===== src/rtl/sr_exit_seq_pkg.sv =====
`timescale 1ns/1ps
package sr_exit_seq_pkg;
    typedef enum logic [2:0] {
        ST_IDLE     = 3'd0,
        ST_READY    = 3'd1,
        ST_ENTER    = 3'd2,
        ST_IN_SR    = 3'd3,
        ST_WAIT_CLK = 3'd4,
        ST_XSNR_NOP = 3'd5,
        ST_DLL_RST  = 3'd6,
        ST_DLL_NOP  = 3'd7
    } sr_state_e;

    localparam logic [2:0] CMD_NOP = 3'b111;
    localparam logic [2:0] CMD_REF = 3'b001;
    localparam logic [2:0] CMD_MRS = 3'b000;
endpackage


===== src/rtl/sr_flag.sv =====
`timescale 1ns/1ps
module sr_flag (
    input  logic clk,
    input  logic rst_n,
    input  logic set,
    input  logic clr,
    output logic q
);
    always_ff @(posedge clk) begin
        if (!rst_n) q <= 1'b0;
        else        q <= set | (q & ~clr);
    end
endmodule


===== src/rtl/sr_dwell_cnt.sv =====
`timescale 1ns/1ps
module sr_dwell_cnt #(
    parameter int W = 8
) (
    input  logic         clk,
    input  logic         rst_n,
    input  logic         load,
    input  logic [W-1:0] load_val,
    output logic         zero
);
    logic [W-1:0] cnt;

    always_ff @(posedge clk) begin
        if (!rst_n)           cnt <= '0;
        else if (load)        cnt <= load_val;
        else if (cnt != '0)   cnt <= cnt - 1'b1;
    end

    assign zero = (cnt == '0);
endmodule


===== src/rtl/sr_exit_seq.sv =====
`timescale 1ns/1ps
module sr_exit_seq
    import sr_exit_seq_pkg::*;
#(
    parameter int EXIT_NOP_CYC = 20,
    parameter int LOCK_CYC     = 200
) (
    input  logic       clk,
    input  logic       rst_n,
    input  logic       enter_req,
    input  logic       exit_req,
    input  logic       banks_idle,
    input  logic       clk_stable,
    output logic       cke,
    output logic [2:0] cmd,
    output logic       dll_rst,
    output logic       ready,
    output logic       err
);
    localparam int MAXC = (EXIT_NOP_CYC > LOCK_CYC) ? EXIT_NOP_CYC : LOCK_CYC;
    localparam int CW   = $clog2(MAXC + 1);
    localparam logic [CW-1:0] EXIT_LD = CW'(EXIT_NOP_CYC - 1);
    localparam logic [CW-1:0] LOCK_LD = CW'(LOCK_CYC - 1);

    sr_state_e     state, nxt;
    logic          exit_pend;
    logic          cnt_zero;
    logic          cnt_load;
    logic [CW-1:0] cnt_val;
    logic          entry_ok;
    logic          entry_bad;

    assign entry_ok  = (state == ST_READY) && enter_req && banks_idle;
    assign entry_bad = (state == ST_READY) && enter_req && !banks_idle;

    // Exit request seen during the refresh-coded cycle is held
    sr_flag u_pend (
        .clk  (clk),
        .rst_n(rst_n),
        .set  ((state == ST_ENTER) && exit_req),
        .clr  (state == ST_WAIT_CLK),
        .q    (exit_pend)
    );

    sr_flag u_err (
        .clk  (clk),
        .rst_n(rst_n),
        .set  (entry_bad),
        .clr  (1'b0),
        .q    (err)
    );

    always_comb begin
        cnt_load = 1'b0;
        cnt_val  = EXIT_LD;
        if ((state == ST_WAIT_CLK) && clk_stable) begin
            cnt_load = 1'b1;
            cnt_val  = EXIT_LD;
        end else if (state == ST_DLL_RST) begin
            cnt_load = 1'b1;
            cnt_val  = LOCK_LD;
        end
    end

    sr_dwell_cnt #(.W(CW)) u_cnt (
        .clk     (clk),
        .rst_n   (rst_n),
        .load    (cnt_load),
        .load_val(cnt_val),
        .zero    (cnt_zero)
    );

    // State register
    always_ff @(posedge clk) begin
        if (!rst_n) state <= ST_IDLE;
        else        state <= nxt;
    end

    // Transitions
    always_comb begin
        nxt = state;
        unique case (state)
            ST_IDLE:     nxt = ST_READY;
            ST_READY:    if (entry_ok) nxt = ST_ENTER;
            ST_ENTER:    nxt = ST_IN_SR;
            ST_IN_SR:    if (exit_req || exit_pend) nxt = ST_WAIT_CLK;
            ST_WAIT_CLK: if (clk_stable) nxt = ST_XSNR_NOP;
            ST_XSNR_NOP: if (cnt_zero) nxt = ST_DLL_RST;
            ST_DLL_RST:  nxt = ST_DLL_NOP;
            ST_DLL_NOP:  if (cnt_zero) nxt = ST_READY;
            default:     nxt = ST_IDLE;
        endcase
    end

    // Outputs
    always_comb begin
        cke     = 1'b1;
        cmd     = CMD_NOP;
        dll_rst = 1'b0;
        ready   = 1'b0;
        unique case (state)
            ST_IDLE:     ;
            ST_READY:    ready = 1'b1;
            ST_ENTER:    begin cke = 1'b0; cmd = CMD_REF; end
            ST_IN_SR:    cke = 1'b0;
            ST_WAIT_CLK: cke = 1'b0;
            ST_XSNR_NOP: ;
            ST_DLL_RST:  begin cmd = CMD_MRS; dll_rst = 1'b1; end
            ST_DLL_NOP:  ;
            default:     ;
        endcase
    end
endmodule


===== config.mk =====
export PLATFORM = sky130hd
export DESIGN_NAME = sr_exit_seq
export DESIGN_NICKNAME = d
export VERILOG_FILES = /design/src/rtl/sr_exit_seq_pkg.sv /design/src/rtl/sr_flag.sv /design/src/rtl/sr_dwell_cnt.sv /design/src/rtl/sr_exit_seq.sv
export SDC_FILE = /design/constraint.sdc
export NUM_CORES = 1
export LEC_CHECK = 0
export BUFFER_PORTS_ARGS = -buffer_cell sky130_fd_sc_hd__buf_2
export CAP_MARGIN = 5
export CORE_MARGIN = 2
export CORE_UTILIZATION = 49
export DETAILED_ROUTE_END_ITERATION = 8
export PLACE_DENSITY = 0.78
export RECOVER_POWER = 100
export SETUP_SLACK_MARGIN = 0.5
export SLEW_MARGIN = 40
export SYNTH_ARGS = -nofsm -noshare
export SYNTH_HDL_FRONTEND = slang
export SYNTH_HIERARCHICAL = 1
export SYNTH_SLANG_ARGS = --single-unit

===== constraint.sdc =====
create_clock -name clk -period 1.8 [get_ports clk]
set_input_delay 0.27 -clock clk [delete_from_list [all_inputs] [get_ports clk]]
set_output_delay 0.27 -clock clk [all_outputs]
set_load 0.02 [all_outputs]

==> flow_summary.json <==
{
  "crit_type": "reg2reg",
  "synth_edf_count": 0,
  "dr.pass1.iters": 4,
  "diodes": 0,
  "fp.coreArea_um2": 1670,
  "grt_pass1_vias": 649,
  "fp-row-count": 15,
  "worst_r2r_endpoint": "state[1]",
  "postSynthAreaPerCell_um2": 9.00,
  "synth_area_um2": 846,
  "ys_warn_count": 6,
  "syn_inst": 94,
  "hold_path.class": "in2reg",
  "r2r_slack_ps": 140,
  "area_growth_pct": 18.3,
  "worstReg2RegStart": "u_cnt/cnt[4]",
  "cap_violations": 0,
  "yosys.area_share.simple_pct": 34.8,
  "path_max_fanout": 3,
  "cts_buffers": 3,
  "grt_antenna_before_repair": 0,
  "leakage_uw": 0.000397,
  "synthTopCellsByCount": "dfxtp_1, nand2_1, nand3_1, inv_1",
  "seqPwrFrac_pct": 33.6,
  "reg2reg_depth": 5,
  "cts_tree": "done",
  "worstPathArrival_ps": 1870,
  "ys_types": 38,
  "clk_latency_ps": 280,
  "place_hpwl_mm": 1.14,
  "synth_fa_ha_area_share_pct": 1.48,
  "die_h_um": 45.5,
  "tns_ps": 0,
  "clkPwrFrac_pct": 13.3,
  "synth-async-reset-ratio_pct": 0,
  "power.density_nw_per_um2": 1410,
  "synth-compound-area-share_pct": 17.9,
  "drv_slew": 0,
  "cts_sinks": 13,
  "synth_area_leaders": "dfxtp_1, nand3_1, o31ai_1",
  "switching_power_uw": 589,
  "synth_top_area_share_pct": 30.8,
  "min_from": "clk_stable",
  "synth_top_family_by_area": "simple AND/OR/NAND/NOR gates",
  "nNetsFinal": 125,
  "routed_via_density": 5.68,
  "ios": 13,
  "fin_crit_sh_pct": 92.4,
  "final_antenna_net_count": 0,
  "track_usage_pct": 18.4,
  "cts-root-buf": "clkbuf_4",
  "fin_area_um2": 1000,
  "vias": 761,
  "drc": 0,
  "crit_required_ps": 2000,
  "synthMuxAreaShare_pct": 2.37,
  "synth-main-ff-cell": "dfxtp_1",
  "rsz0062_at_grt": "yes",
  "dieWidth_um": 45.5,
  "cp-end-kind": "flop",
  "hold-path-cell-count": 3,
  "grt_pass1_wl_mm": 2.78,
  "fin_skew_ps": 3.41,
  "combPwrFrac_pct": 53.1,
  "intPower_uw": 827,
  "finalHoldWorstSlack_ps": 304,
  "gp_congestion": 0.837,
  "cts.htree.levels": 1,
  "drive_gt1_share_pct": 31.6,
  "vdd_ir_drop_max_uv": 777,
  "clk_pin_slew_ps": 80,
  "drt_wl_total_mm": 1.89,
  "die-area_um2": 2070,
  "status": "finished clean",
  "layout_setup_ws_ps": 138,
  "hold_end": "state[0]",
  "ys_seq_area_share_pct": 30.8,
  "grt_max_degree": 18,
  "routedWlPerCell_um": 14.1,
  "yosys.area.top_type": "dfxtp_1",
  "placed_area_um2": 928,
  "finalSetupViolCount": 0,
  "ys_seq_elements": 13,
  "yosysMostFrequentCell": "dfxtp_1",
  "hold_viol": 0,
  "dp.cells": 124,
  "clockBufferDepth": 2,
  "start_util_pct": 50.6,
  "drt_iter0_drc": 41,
  "portBuffers": 12,
  "fmax_mhz": 602,
  "globalRouteOverflowTotal": 0,
  "start_kind": "flop",
  "synth-xor-area-share_pct": 4.14,
  "min_period_ps": 1660,
  "stdcell_count": 134,
  "dpl_worst_slack_ps": 209,
  "switching_share_pct": 41.6
}
worst max-delay path: stages (launching register included):
cell,delay (ps)
dfxtp_1,330
nor4_1,380
and4bb_1,310
nor2b_1,90
a2111oi_4,240
mux2i_1,230
layer usage:
layer | vias up | wire [um] | track usage [%]
li1 | 377 | - | -
met3 | 2 | 114 | 3.57
met4 | 0 | 14 | 7.06
met2 | 30 | 949 | 29.3
met1 | 352 | 815 | 24.3
met5 | - | 0 | 0
sequential cells by signal, indices dropped and copies added (netlist names):
register,cells
state,3
u_cnt/cnt,8
u_pend/q,1
u_err/q,1
how the worst max path moves through the flow:
stage,startpoint,end,slack [ps],depth (start not counted)
after floorplan,u_cnt/cnt[2],state[1],270,6
final,u_cnt/cnt[4],state[1],140,5
after global routing,u_cnt/cnt[4],state[1],90,5
after global placement,u_cnt/cnt[4],state[1],290,5
after CTS,u_cnt/cnt[4],state[1],250,5
after detailed placement,u_cnt/cnt[4],state[1],210,5
power by group through the flow:
stage	Combinational (uW)	Clock, uW	Sequential [uW]
floorplan	577	0	461
global placement	622	0	490
detailed placement	633	0	495
CTS	746	186	495
global route	803	201	488
finish	752	188	476
cells in the final DEF, fill, tap and decap left out, drive strengths merged, types with 2 or more instances in the layout:
master  instances
buf            15
dfxtp          13
clkbuf         10
nand2           9
nand3           8
inv             7
conb            5
nor2            5
o31ai           5
a21oi           4
nor3b           3
xnor2           3
o21ai           3
nor2b           3
mux2i           2
nand4           2
nor3            2
o21a            2
nand2b          2
area by class of cell:
class	count	area (um2)
timing repair buffer	21	115
tap	17	21.3
multi-input combinational	72	541
inverter	7	28.8
clock buffer	4	26.3
sequential	13	269
fill	136	669
cells by family after synthesis:
family / Yosys count
multiplexers: 2
XOR/XNOR: 4
flip-flops: 13
AO/OA/AOI/OAI: 19
adder cells (fa/ha/maj): 1
AND/OR/NAND/NOR: 41
other: 2
buffers and inverters: 12
repair_timing:
item | CTS | global route
setup endpoints to repair | 17 | 18
resized for setup | 13 | 9
pin swaps | 4 | 3
setup buffers | 3 | 3
hold buffers | 0 | 0
gates cloned | 0 | 0
stage by stage:
stage / utilization, % / total power [uW]
CTS: 60.7 / 1430
finish: 59.9 / 1420
global placement: 55.6 / 1110
global route: 59.9 / 1490
detailed placement: 55.6 / 1130
floorplan: - / 1040
Power figures use the tool's default switching activity.
